`src/rtl/usb_icr_pkg.sv`:
```
package usb_icr_pkg;
  localparam int REG_W    = 16;
  localparam int N_EVT    = 8;
  localparam int EVT_LSB  = 8;
  localparam int EP_W     = 4;
  localparam int LO_W     = 5;
  localparam int ADDR_W   = 8;
  localparam int DIR_POS  = EP_W;
  localparam int ID_W     = EP_W + 1;
  localparam int XFER_IDX = N_EVT - 1;

  localparam logic [ADDR_W-1:0] OFS_CTRL = 8'h40;
  localparam logic [ADDR_W-1:0] OFS_STAT = 8'h44;

  localparam logic [LO_W-1:0] LO_RESET = 5'b00011;

  typedef enum logic [1:0] {
    SEL_NONE = 2'd0,
    SEL_CTRL = 2'd1,
    SEL_STAT = 2'd2
  } reg_sel_e;
endpackage

```
`src/rtl/usb_evt_flags.sv`:
```
module usb_evt_flags
  import usb_icr_pkg::*;
#(
  parameter int NE = N_EVT,
  parameter int EW = EP_W
) (
  input  logic          clk,
  input  logic          rst_n,
  input  logic [NE-1:0] evt_i,
  input  logic          dir_i,
  input  logic [EW-1:0] ep_i,
  input  logic          clr_en_i,
  input  logic [NE-1:0] keep_i,
  output logic [NE-1:0] flags_o,
  output logic [EW:0]   id_o
);
  localparam int XI = NE - 1;

  for (genvar i = 0; i < NE; i++) begin : g_flag
    logic held;
    always_comb held = clr_en_i ? (flags_o[i] & keep_i[i]) : flags_o[i];
    always_ff @(posedge clk or negedge rst_n) begin
      if (!rst_n) flags_o[i] <= 1'b0;
      else        flags_o[i] <= held | evt_i[i];
    end

    assert_evt_sets_R4: assert property (@(posedge clk) disable iff (!rst_n)
      evt_i[i] |=> flags_o[i]);
    assert_clear_works_R3: assert property (@(posedge clk) disable iff (!rst_n)
      (clr_en_i && !keep_i[i] && !evt_i[i]) |=> !flags_o[i]);
    assert_keep_on_one_R3: assert property (@(posedge clk) disable iff (!rst_n)
      (flags_o[i] && (!clr_en_i || keep_i[i])) |=> flags_o[i]);
  end

  always_ff @(posedge clk or negedge rst_n) begin
    if (!rst_n)        id_o <= '0;
    else if (evt_i[XI]) id_o <= {dir_i, ep_i};
  end

  assert_id_hold_R5: assert property (@(posedge clk) disable iff (!rst_n)
    !evt_i[XI] |=> $stable(id_o));
endmodule

```
`src/rtl/usb_ctl_reg.sv`:
```
module usb_ctl_reg
  import usb_icr_pkg::*;
#(
  parameter int NE = N_EVT,
  parameter int LW = LO_W
) (
  input  logic          clk,
  input  logic          rst_n,
  input  logic          wr_i,
  input  logic [NE-1:0] mask_d_i,
  input  logic [LW-1:0] lo_d_i,
  output logic [NE-1:0] mask_o,
  output logic [LW-1:0] lo_o
);
  always_ff @(posedge clk or negedge rst_n) begin
    if (!rst_n) begin
      mask_o <= '0;
      lo_o   <= LO_RESET;
    end else if (wr_i) begin
      mask_o <= mask_d_i;
      lo_o   <= lo_d_i;
    end
  end

  assert_ctl_hold_R6: assert property (@(posedge clk) disable iff (!rst_n)
    !wr_i |=> $stable({mask_o, lo_o}));
endmodule

```
`src/rtl/usb_irq_merge.sv`:
```
module usb_irq_merge
  import usb_icr_pkg::*;
#(
  parameter int NE = N_EVT
) (
  input  logic          clk,
  input  logic          rst_n,
  input  logic [NE-1:0] flags_i,
  input  logic [NE-1:0] mask_i,
  output logic          irq_o
);
  logic [NE-1:0] live;
  always_comb begin
    live  = flags_i & mask_i;
    irq_o = |live;
  end

  assert_no_irq_masked_R8: assert property (@(posedge clk) disable iff (!rst_n)
    (mask_i == '0) |-> !irq_o);
  assert_no_irq_idle_R8: assert property (@(posedge clk) disable iff (!rst_n)
    (flags_i == '0) |-> !irq_o);
endmodule

```
`src/rtl/usb_int_ctl_regs.sv`:
```
module usb_int_ctl_regs
  import usb_icr_pkg::*;
(
  input  logic              clk,
  input  logic              rst_n,
  input  logic              rd_en,
  input  logic              wr_en,
  input  logic [ADDR_W-1:0] addr,
  input  logic [REG_W-1:0]  wdata,
  output logic [REG_W-1:0]  rdata,
  input  logic [N_EVT-1:0]  evt,
  input  logic              xfer_dir,
  input  logic [EP_W-1:0]   xfer_ep,
  output logic              irq,
  output logic              resume_req,
  output logic              force_suspend,
  output logic              low_power,
  output logic              phy_pdwn,
  output logic              force_bus_rst
);
  reg_sel_e            sel;
  logic [N_EVT-1:0]    flags;
  logic [N_EVT-1:0]    mask;
  logic [LO_W-1:0]     lo;
  logic [ID_W-1:0]     id;
  logic [REG_W-1:0]    ctrl_word, stat_word, rd_mux;
  logic                unused_wbits;

  always_comb begin
    unique case (addr)
      OFS_CTRL: sel = SEL_CTRL;
      OFS_STAT: sel = SEL_STAT;
      default:  sel = SEL_NONE;
    endcase
  end

  always_comb unused_wbits = ^wdata[EVT_LSB-1:LO_W];

  usb_evt_flags #(.NE(N_EVT), .EW(EP_W)) u_flags (
    .clk      (clk),
    .rst_n    (rst_n),
    .evt_i    (evt),
    .dir_i    (xfer_dir),
    .ep_i     (xfer_ep),
    .clr_en_i (wr_en && sel == SEL_STAT),
    .keep_i   (wdata[REG_W-1:EVT_LSB]),
    .flags_o  (flags),
    .id_o     (id)
  );

  usb_ctl_reg #(.NE(N_EVT), .LW(LO_W)) u_ctl (
    .clk      (clk),
    .rst_n    (rst_n),
    .wr_i     (wr_en && sel == SEL_CTRL),
    .mask_d_i (wdata[REG_W-1:EVT_LSB]),
    .lo_d_i   (wdata[LO_W-1:0]),
    .mask_o   (mask),
    .lo_o     (lo)
  );

  usb_irq_merge #(.NE(N_EVT)) u_irq (
    .clk     (clk),
    .rst_n   (rst_n),
    .flags_i (flags),
    .mask_i  (mask),
    .irq_o   (irq)
  );

  always_comb begin
    ctrl_word = '0;
    ctrl_word[REG_W-1:EVT_LSB] = mask;
    ctrl_word[LO_W-1:0]        = lo;
    stat_word = '0;
    stat_word[REG_W-1:EVT_LSB] = flags;
    stat_word[ID_W-1:0]        = id;
    unique case (sel)
      SEL_CTRL: rd_mux = ctrl_word;
      SEL_STAT: rd_mux = stat_word;
      default:  rd_mux = '0;
    endcase
  end

  always_ff @(posedge clk or negedge rst_n) begin
    if (!rst_n)     rdata <= '0;
    else if (rd_en) rdata <= rd_mux;
  end

  always_comb begin
    resume_req    = lo[4];
    force_suspend = lo[3];
    low_power     = lo[2];
    phy_pdwn      = lo[1];
    force_bus_rst = lo[0];
  end

  assert_rdata_hold_R10: assert property (@(posedge clk) disable iff (!rst_n)
    !rd_en |=> $stable(rdata));
  assert_unmapped_write_R9: assert property (@(posedge clk) disable iff (!rst_n)
    (wr_en && sel == SEL_NONE && evt == '0) |=> $stable({mask, lo, flags, id}));
  assert_reserved_zero_R5: assert property (@(posedge clk) disable iff (!rst_n)
    rdata[EVT_LSB-1:ID_W] == '0);
endmodule

```
`config.mk`:
```
export PLATFORM = sky130hd
export DESIGN_NAME = usb_int_ctl_regs
export DESIGN_NICKNAME = d
export VERILOG_FILES = /design/src/rtl/usb_icr_pkg.sv /design/src/rtl/usb_evt_flags.sv /design/src/rtl/usb_ctl_reg.sv /design/src/rtl/usb_irq_merge.sv /design/src/rtl/usb_int_ctl_regs.sv
export SDC_FILE = /design/constraint.sdc
export NUM_CORES = 1
export LEC_CHECK = 0
export BUFFER_PORTS_ARGS = -buffer_cell sky130_fd_sc_hd__buf_4
export CORE_UTILIZATION = 50
export CTS_BUF_LIST = sky130_fd_sc_hd__clkbuf_2 sky130_fd_sc_hd__clkbuf_4 sky130_fd_sc_hd__clkbuf_8
export DETAILED_ROUTE_END_ITERATION = 10
export PLACE_DENSITY_LB_ADDON = 0.1
export SLEW_MARGIN = 30
export SYNTH_ARGS = -nofsm -noshare
export SYNTH_HDL_FRONTEND = slang
export SYNTH_HIERARCHICAL = 1
export SYNTH_SLANG_ARGS = --single-unit
export TNS_END_PERCENT = 20
```
`constraint.sdc`:
```
create_clock -name clk -period 1 [get_ports clk]
set_input_delay 0.15 -clock clk [delete_from_list [all_inputs] [get_ports clk]]
set_output_delay 0.15 -clock clk [all_outputs]
set_load 0.02 [all_outputs]
```
== Word-level counts from Yosys, hierarchy flattened ==
Index checks and enable logic that the tools add are counted.
Widths: inputs -> output; s select.
Word-level totals
  register bits after elaboration: 42
  input port bits: 41
  logic and storage cells: 46
Cells by class
  eq/ne operators: 4
  multiplexer cells: 10
  bitwise operators: 17
  reduce and logical (&&, ||, !) cells: 3
Operator list (number)
  $pmux 16 s2: 1
  $eq 8x7->1 const B: 2
  $and 1x1->1: 8
  $and 8x8->8: 1
  $mux 1: 8
  $or 1x1->1: 8
  $reduce_or 8->1: 1
  $pmux 2 s2: 1
  $eq 2x1->1 const B: 1
  $eq 2x2->1 const B: 1
  $logic_and 1x1->1: 2

== Logic depth before layout (Yosys ltp) ==
Gate-level depths: netlist of the first run.
  depth after elaboration: 6
  mapped depth: 7
  mapped depth without buffers: 6

== Hierarchy ==
The synthesis of the first run kept the hierarchy.
Modules (own cells, without submodules)
  usb_int_ctl_regs: times used 1, cells an instance 71, area each 701.9 µm², seq. area each 325.3 µm²
  usb_ctl_reg: times used 1, cells an instance 27, area each 523.0 µm², seq. area each 327.8 µm²
  usb_evt_flags: times used 1, cells an instance 35, area each 521.8 µm², seq. area each 325.3 µm²
  usb_irq_merge: times used 1, cells an instance 5, area each 36.3 µm², seq. area each 0.0 µm²

== Least setup slack after synthesis of the first run ==
OpenSTA, ideal clock, no wires.
  path type: in2reg
  start point: input port addr[4]
  end point: register u_ctl.lo_o[2]
  arrival: 1728 ps
  data required time: 875 ps
  path slack: -854 ps
  stages: 7
  path buffers: 2
  cells stage by stage: nor4b_4 and3b_1 ha_1 buf_2 and2_1 buf_6 mux2_4
On the way
  word-level cells in the longest chain between the ends: 4
RTL lines
  start, declared: line usb_int_ctl_regs.sv:8  | input logic [ADDR_W-1:0] addr,
  $eq 8x7->1: line usb_int_ctl_regs.sv:30  | unique case (addr)
  $pmux 2 s2 (*): line usb_int_ctl_regs.sv:30
  $eq 2x1->1 (*): line usb_int_ctl_regs.sv:54  | .wr_i (wr_en && sel == SEL_CTRL),
  $logic_and 1x1->1 (*): line usb_int_ctl_regs.sv:54
  end signal, assigned: line usb_ctl_reg.sv:21  | lo_o <= lo_d_i;
  end, declared: line usb_ctl_reg.sv:13  | output logic [LW-1:0] lo_o
Mark *: on every way between the ends. The rest lies on a longest branch, timed or not.
A chain may end at the register's enable or synchronous reset.

== Worst setup path in the final report of the first run ==
  start point: register u_flags.flags_o[0]
  end point: output port irq
On the way
  word-level cells in the longest chain between the ends: 2
RTL lines
  start, declared: line usb_evt_flags.sv:14  | output logic [NE-1:0] flags_o,
  start signal, assigned by index: line usb_evt_flags.sv:24  | else flags_o[i] <= held | evt_i[i];
  $and 8x8->8: line usb_irq_merge.sv:14  | live = flags_i & mask_i;
  $reduce_or 8->1: line usb_irq_merge.sv:15  | irq_o = |live;
  end, declared: line usb_int_ctl_regs.sv:14  | output logic irq,
No other way between the ends.

==> flow_summary.yaml, run 1 <==
run_status:
  status: "complete, but fails checks"
  violations: "negative setup slack"
setup_path:
  crit_required_ns: 0.85
  rrSetupSlack_ns: -0.05
  path_max_fanout: 2
  max_stage_delay_ns: 0.41
  cp-end-kind: "output pin"
  cp_slowest_cell: "dfrtp_1"
  endpoint: "irq"
  reg2regPathDepth: 4
  path_cells: "a22oi_2 -> nand4_1 -> buf_6"
  crit-reg2reg-capture: "rdata[8]$_DFFE_PN0P_"
  worstSetupStartpoint: "u_flags/flags_o[0]$_DFF_PN0_"
  cp-start-kind: "flip-flop"
  arrival_ns: 1.28
  reg2reg_from: "u_flags/flags_o[0]$_DFF_PN0_"
  critPathKind: "flip-flop to output pin"
pwr:
  switching_share: 0.2501
  pwr-share-comb: 0.154
  clkPwrFrac: 0.286
  total_power_mw: 2.970
  leakagePower_nw: 1.263
  ir_drop_mv: 0.7642
  power.switching_mw: 0.7430
  intPower_mw: 2.227
  powerDensity_nw_per_um2: 1041
  power_frac_seq: 0.560
routing:
  drc: 0
  drtIter0Drc: 43
  via_per_inst: 5.345
  wire_per_inst_um: 17.17
  dr.pass1.iters: 4
  ant_nets: 0
  vias: 1486
  totalWireLength_um: 4772
yosys:
  ys_types: 23
  ys_seq_area_frac: 0.5488
  synth_area_um2: 1783
  synth_cells: 138
  synth_compound_area_frac: 0.1509
  yosys_warnings: 6
  synth_mux_area_frac: 0.1453
  ys_ff_latch: 39
  synth_top_family_by_area: "compound AO/OA/AOI/OAI gates"
  avgSynthCellArea_um2: 12.92
  yosys.area_share.simple: 0.07509
  synth-xor-area-share: 0
  synthAdderAreaFrac: 0.01404
final_layout:
  fin_area_um2: 2853
  nets: 274
  fin_util: 0.8482
  seq_area_um2: 978.4
  n_fill_cell: 184
  drive_above_1_share: 0.5991
  diodes: 0
  multi_input_area_um2: 865.8
  synthToLayoutAreaGrowth_pct: 60.00
placement:
  finalWeightedCongestion: 0.7909
  pre_cts_ws_ns: -0.8224
  post-dp-hpwl_um: 2925
  placed_area_um2: 2401
  portBuffers: 56
timing:
  max_freq_mhz: 699.4
  finalSetupViolCount: 53
  slew_violations: 0
  rsz0062_at_grt: "true"
  finClkSkew_ns: 0.01702
  finalCriticalPeriod_ns: 1.430
  postLayoutSetupSlackWorst_ns: -0.4298
  fin_crit_sh: 1.430
  fin_hold_ws_ns: 0.01532
  finalHoldViolCount: 0
flow_run:
  maxCapViolations: 0
die:
  die_w_um: 61.72
  start_util: 0.5301
  die_height_um: 61.72
  die-area_um2: 3809
  coreArea_um2: 3363
  rows: 21
  ios: 63
global_route:
  grt_pass1_wl_um: 6720
  grt_max_degree: 40
  overflow: 0
  antenna_found_initial: 0
  grt_pass1_vias: 1440
  track_usage: 0.2533
cts:
  numCtsBuffers: 5
  cts_buffer_depth: 2
  htree_levels: 2
  clk_pin_slew_worst_paths_ns: 0.12
  insertion_delay_ns: 0.36
  cts_root_buf: "clkbuf_4"
  cts_tree: "yes"
  numClockSinks: 39
worst_hold_path:
  hp-class: "primary input to flip-flop"
-- metrics by stage --
step / instances / setup TNS [ns]
3_5_place_dp: 257 / -24.22
4_1_cts: 276 / -8.397
5_1_grt: 278 / -11.82
3_3_place_gp: 257 / -21.04
6_report: 278 / -9.625
2_1_floorplan: 140 / -18.70
-- state kept, by name (all words and copies together) (netlist names) --
register	cells
rdata	13
u_ctl/lo_o	5
u_ctl/mask_o	8
u_flags/id_o	5
u_flags/flags_o	8
-- placed cells by master (no fill, tap or decap), types with 2 or more instances in the layout --
master	n
mux2_4	18
a22oi_1	5
buf_6	25
and2_4	3
dlygate4sd3_1	9
conb_1	3
buf_4	55
dfrtp_1	37
o22ai_2	6
inv_1	13
a21o_1	8
clkbuf_4	7
a22oi_2	12
dfstp_2	2
o22ai_1	7
nand2b_1	8
-- logic make-up after synthesis --
logic type	after synthesis
AO/OA/AOI/OAI	38
adder cells (fa/ha/maj)	2
buffers and inverters	22
flip-flops	39
multiplexers	18
other	1
AND/OR/NAND/NOR	18
-- routing by layer --
layer / global-route usage / routed length (um) / vias to the layer above
met5: 0 / 0 / -
met4: 0.1175 / 74 / 0
met3: 0.05176 / 247 / 9
met2: 0.3994 / 2473 / 66
met1: 0.3388 / 1976 / 734
li1: - / - / 677
-- worst max-delay path: cells and delay by family (launching register included) --
| family | cells | cell delay [ns] |
|---|---|---|
| DFF | 1 | 0.41 |
| AOI/OAI and AO/OA | 1 | 0.21 |
| and+or+nand+nor | 1 | 0.13 |
| buffers and inverters | 1 | 0.16 |
-- repair_timing --
action / in CTS / in global routing
gates resized for setup: 33 / 25
endpoints found under the setup margin: 53 / 53
cloned: 1 / 1
hold buffers: 8 / 1
buffers inserted: 2 / 0
endpoints found under the hold margin: 44 / 1
pin swaps: 11 / 12
-- cell usage after synthesis, drive strengths merged --
| cell | n | share of area |
|---|---|---|
| dfrtp | 37 | 0.52 |
| mux2 | 18 | 0.15 |
| a22oi | 17 | 0.072 |
| inv | 13 | 0.027 |
| o22ai | 13 | 0.046 |
| buf | 9 | 0.036 |
| nand2b | 9 | 0.033 |
| a21o | 8 | 0.034 |
| and2 | 2 | 0.0070 |
| dfstp | 2 | 0.029 |
| ha | 2 | 0.014 |
| and3 | 1 | 0.0035 |
| and3b | 1 | 0.0049 |
| conb | 1 | 0.0021 |
| nand3 | 1 | 0.0028 |
| nand3b | 1 | 0.0042 |
| nand4 | 1 | 0.0035 |
| nor3 | 1 | 0.0028 |
| nor4b | 1 | 0.013 |
-- cell type report --
class,count,share of cell area
clock buffer,7,0.01842
clock inverter,1,0.001754
inverter,13,0.01711
multi-input combinational,80,0.3035
sequential,39,0.3430
tap,46,0.02018
timing repair buffer,92,0.2961
-- worst min-delay path by stage --
stage	start	end	slack [ns]	cells past startpoint
6_report	xfer_ep[1]	u_flags/id_o[1]$_DFFE_PN0P_	0.02	2
5_1_grt	xfer_ep[0]	u_flags/id_o[0]$_DFFE_PN0P_	0.00002	2
4_1_cts	xfer_ep[1]	u_flags/id_o[1]$_DFFE_PN0P_	0.005	2
3_5_place_dp	rst_n	rdata[1]$_DFFE_PN0P_	0.14	1
3_3_place_gp	rst_n	rdata[1]$_DFFE_PN0P_	0.14	1
2_1_floorplan	rst_n	rdata[0]$_DFFE_PN0P_	-0.15	0
-- power groups by stage --
stage / registers, mW / logic, mW / clock network (mW)
2_1_floorplan: 1.69 / 0.147 / 0
3_3_place_gp: 1.68 / 0.371 / 0
3_5_place_dp: 1.68 / 0.380 / 0
4_1_cts: 1.66 / 0.429 / 0.851
5_1_grt: 1.67 / 0.488 / 0.939
6_report: 1.66 / 0.458 / 0.848
Power figures use the tool's default switching activity.
==> run 2: changes to the inputs <==
ABC_AREA = 1   (was not set)
GPL_ROUTABILITY_DRIVEN = 0   (was not set)
==> run 2 against run 1 <==
Against the previous run: the run still ends with negative setup slack left; combinational power is 7.9% lower; routed wire length barely moved; highest routed layer unchanged; die area grew 8.1%; area after synthesis rose by 8.4%; clock power rose by 59%; global-route usage fell by 0.27 points; clock skew fell by 0.011 ns; first-iteration DRC count is 100% higher.
==> flow_summary.yaml, run 2 <==
setup_path:
  cp-end-kind: "output pin"
  reg2reg_from: "u_ctl/lo_o[1]$_DFFE_PN1P_"
  path_cells: "nand2_1 -> nand2_1 -> nor2_1 -> nand2_1 -> buf_6"
  cp_slowest_cell: "dfrtp_1"
  critPathKind: "flip-flop to output pin"
  worstSetupStartpoint: "u_flags/flags_o[7]$_DFF_PN0_"
  arrival_ns: 1.13
  path_max_fanout: 2
  critical_path.most_common_cell: "nand2_1"
  max_stage_delay_ns: 0.38
  crit_required_ns: 0.85
  cp-start-kind: "flip-flop"
cts:
  cts_root_buf: "clkbuf_8"
  numCtsBuffers: 5
  numClockSinks: 39
  htree_levels: 2
  cts_tree: "yes"
  insertion_delay_ns: 0.29
  clk_pin_slew_worst_paths_ns: 0.07
  cts_buffer_depth: 2
run_status:
  violations: "negative setup slack"
  status: "complete, but fails checks"
yosys:
  yosys_warnings: 6
  ys_ff_latch: 39
  ys_seq_area_frac: 0.5065
  synth_top_area_frac: 0.4793
  synth.most_common_cell: "nand2_1"
  avgSynthCellArea_um2: 7.076
  synth_area_um2: 1932
  synthTopCellsByArea: "dfrtp_1 48%, nand2_1 35%, inv_1 5.2%"
  synth.largest_area_cell: "dfrtp_1"
  ys.flop_type: "dfrtp_1"
  synth_edf_count: 0
  synthArstFlopShare: 1.000
  synth_cells: 273
  synth_commonest_cells: "179 x nand2_1, 37 x dfrtp_1, 27 x inv_1"
  ys_types: 13
final_layout:
  diodes: 0
  synthToLayoutAreaGrowth_pct: 48.12
  fin_util: 0.7758
  top_regs: "rdata (13), u_ctl/mask_o (8), u_flags/flags_o (8)"
  n_fill_cell: 265
  largest_reg_flops: 13
  layout_common_cells: "168 x nand2_1, 54 x buf_4, 37 x dfrtp_1"
  drive_above_1_share: 0.3362
  fin_area_um2: 2861
  mostFrequentLayoutCell: "nand2_1"
  instances_no_fill: 402
  regMostFlops: "rdata"
  nets: 396
routing:
  wl_met1_um: 1986
  dr_wl_met3_um: 268
  totalWireLength_um: 4768
  routed.top_layer: "met4"
  ant_nets: 0
  drc: 0
  wire_per_inst_um: 11.86
  vias: 1894
  drtIter0Drc: 87
  wl_met2_um: 2419
  via_per_inst: 4.711
  dr.pass1.iters: 4
pwr:
  leakagePower_nw: 1.680
  total_power_mw: 3.422
  powerDensity_nw_per_um2: 1196
  ir_drop_mv: 0.9197
placement:
  post-dp-hpwl_um: 3189
  dp.cells: 390
  pre_cts_ws_ns: -0.3702
  placed_area_um2: 2515
  portBuffers: 56
global_route:
  track_usage: 0.2507
  antenna_found_initial: 0
  grt_pass1_vias: 1736
  grt_pass1_wl_um: 7700
  grt_max_degree: 40
  overflow: 0
die:
  die_height_um: 64.16
  start_util: 0.5237
  die_w_um: 64.16
  die-area_um2: 4117
  rows: 22
  ios: 63
  coreArea_um2: 3689
timing:
  rsz0062_at_grt: "true"
  fin_hold_ws_ns: 0.03571
  fin_crit_sh: 1.285
  finalCriticalPeriod_ns: 1.285
  postLayoutSetupSlackWorst_ns: -0.2849
  finalHoldViolCount: 0
  fin_tns_setup_ns: -1.246
  finalSetupViolCount: 30
  slew_violations: 0
  max_freq_mhz: 778.3
  finClkSkew_ns: 0.005582
worst_hold_path:
  hold_path.startpoint: "evt[0]"
  hp-class: "primary input to flip-flop"
flow_run:
  maxCapViolations: 0
-- run 2: cell count changes after synthesis, sizes merged, moves of 12 or more --
cell   change
o22ai     -13
mux2      -18
nor2      +12
inv       +16
nand2    +180
a22oi     -17
-- run 2: logic make-up (layout without fill, tap and decap cells) --
| logic type | after synthesis | in the layout | synth area share |
|---|---|---|---|
| adders and majority gates | 2 | 2 | 0.01295 |
| buffers and inverters | 39 | 117 | 0.1004 |
| and+or+nand+nor | 192 | 193 | 0.3782 |
| other | 1 | 3 | 0.001941 |
| DFF | 39 | 39 | 0.5065 |
-- run 2: routing by layer --
layer / vias to the layer above / global-route usage
met3: 10 / 0.08214
met2: 79 / 0.4122
met4: 0 / 0.08056
li1: 950 / -
met5: - / 0
met1: 855 / 0.3110
-- run 2: path summary, 6_finish.rpt --
path	endpoint	slack, ns	cells past startpoint
hold / removal	u_flags/flags_o[0]$_DFF_PN0_	0.04	3
setup reg to reg	rdata[1]$_DFFE_PN0P_	0.05	5
setup / recovery	irq	-0.28	5
max in group asynchronous	u_ctl/lo_o[1]$_DFFE_PN1P_	0.26	2
min in group asynchronous	u_flags/flags_o[5]$_DFF_PN0_	0.38	2
hold reg to reg	u_flags/id_o[0]$_DFFE_PN0P_	0.48	2
-- run 2: worst max-delay path, delay by kind of cell, from the launching register on --
kind                   cells  cell delay, ns
and+or+nand+nor            4            0.33
buffers and inverters      1            0.13
DFF                        1            0.38
-- run 2: power by group --
group / internal [mW] / switching, mW / total [mW]
clock network: 0.807 / 0.541 / 1.35
registers: 1.62 / 0.0295 / 1.65
logic: 0.205 / 0.217 / 0.422
total: 2.64 / 0.787 / 3.42
-- run 2: layout make-up --
class	count	area (um2)	area share
clock buffer	6	82.58	0.02886
clock inverter	2	35.03	0.01224
inverter	29	123.9	0.04329
multi-input combinational	198	880.8	0.3078
sequential	39	978.4	0.3419
timing repair buffer	80	700.7	0.2449
tap	48	60.06	0.02099
-- run 2: timing repair --
item                                    CTS  global route
gates resized for setup                  20            36
buffers inserted                          2             0
endpoints found under the setup margin   39            51
pin swaps                                11            26
endpoints found under the hold margin    37             0
gates cloned                              1             0
hold buffers                              1             0
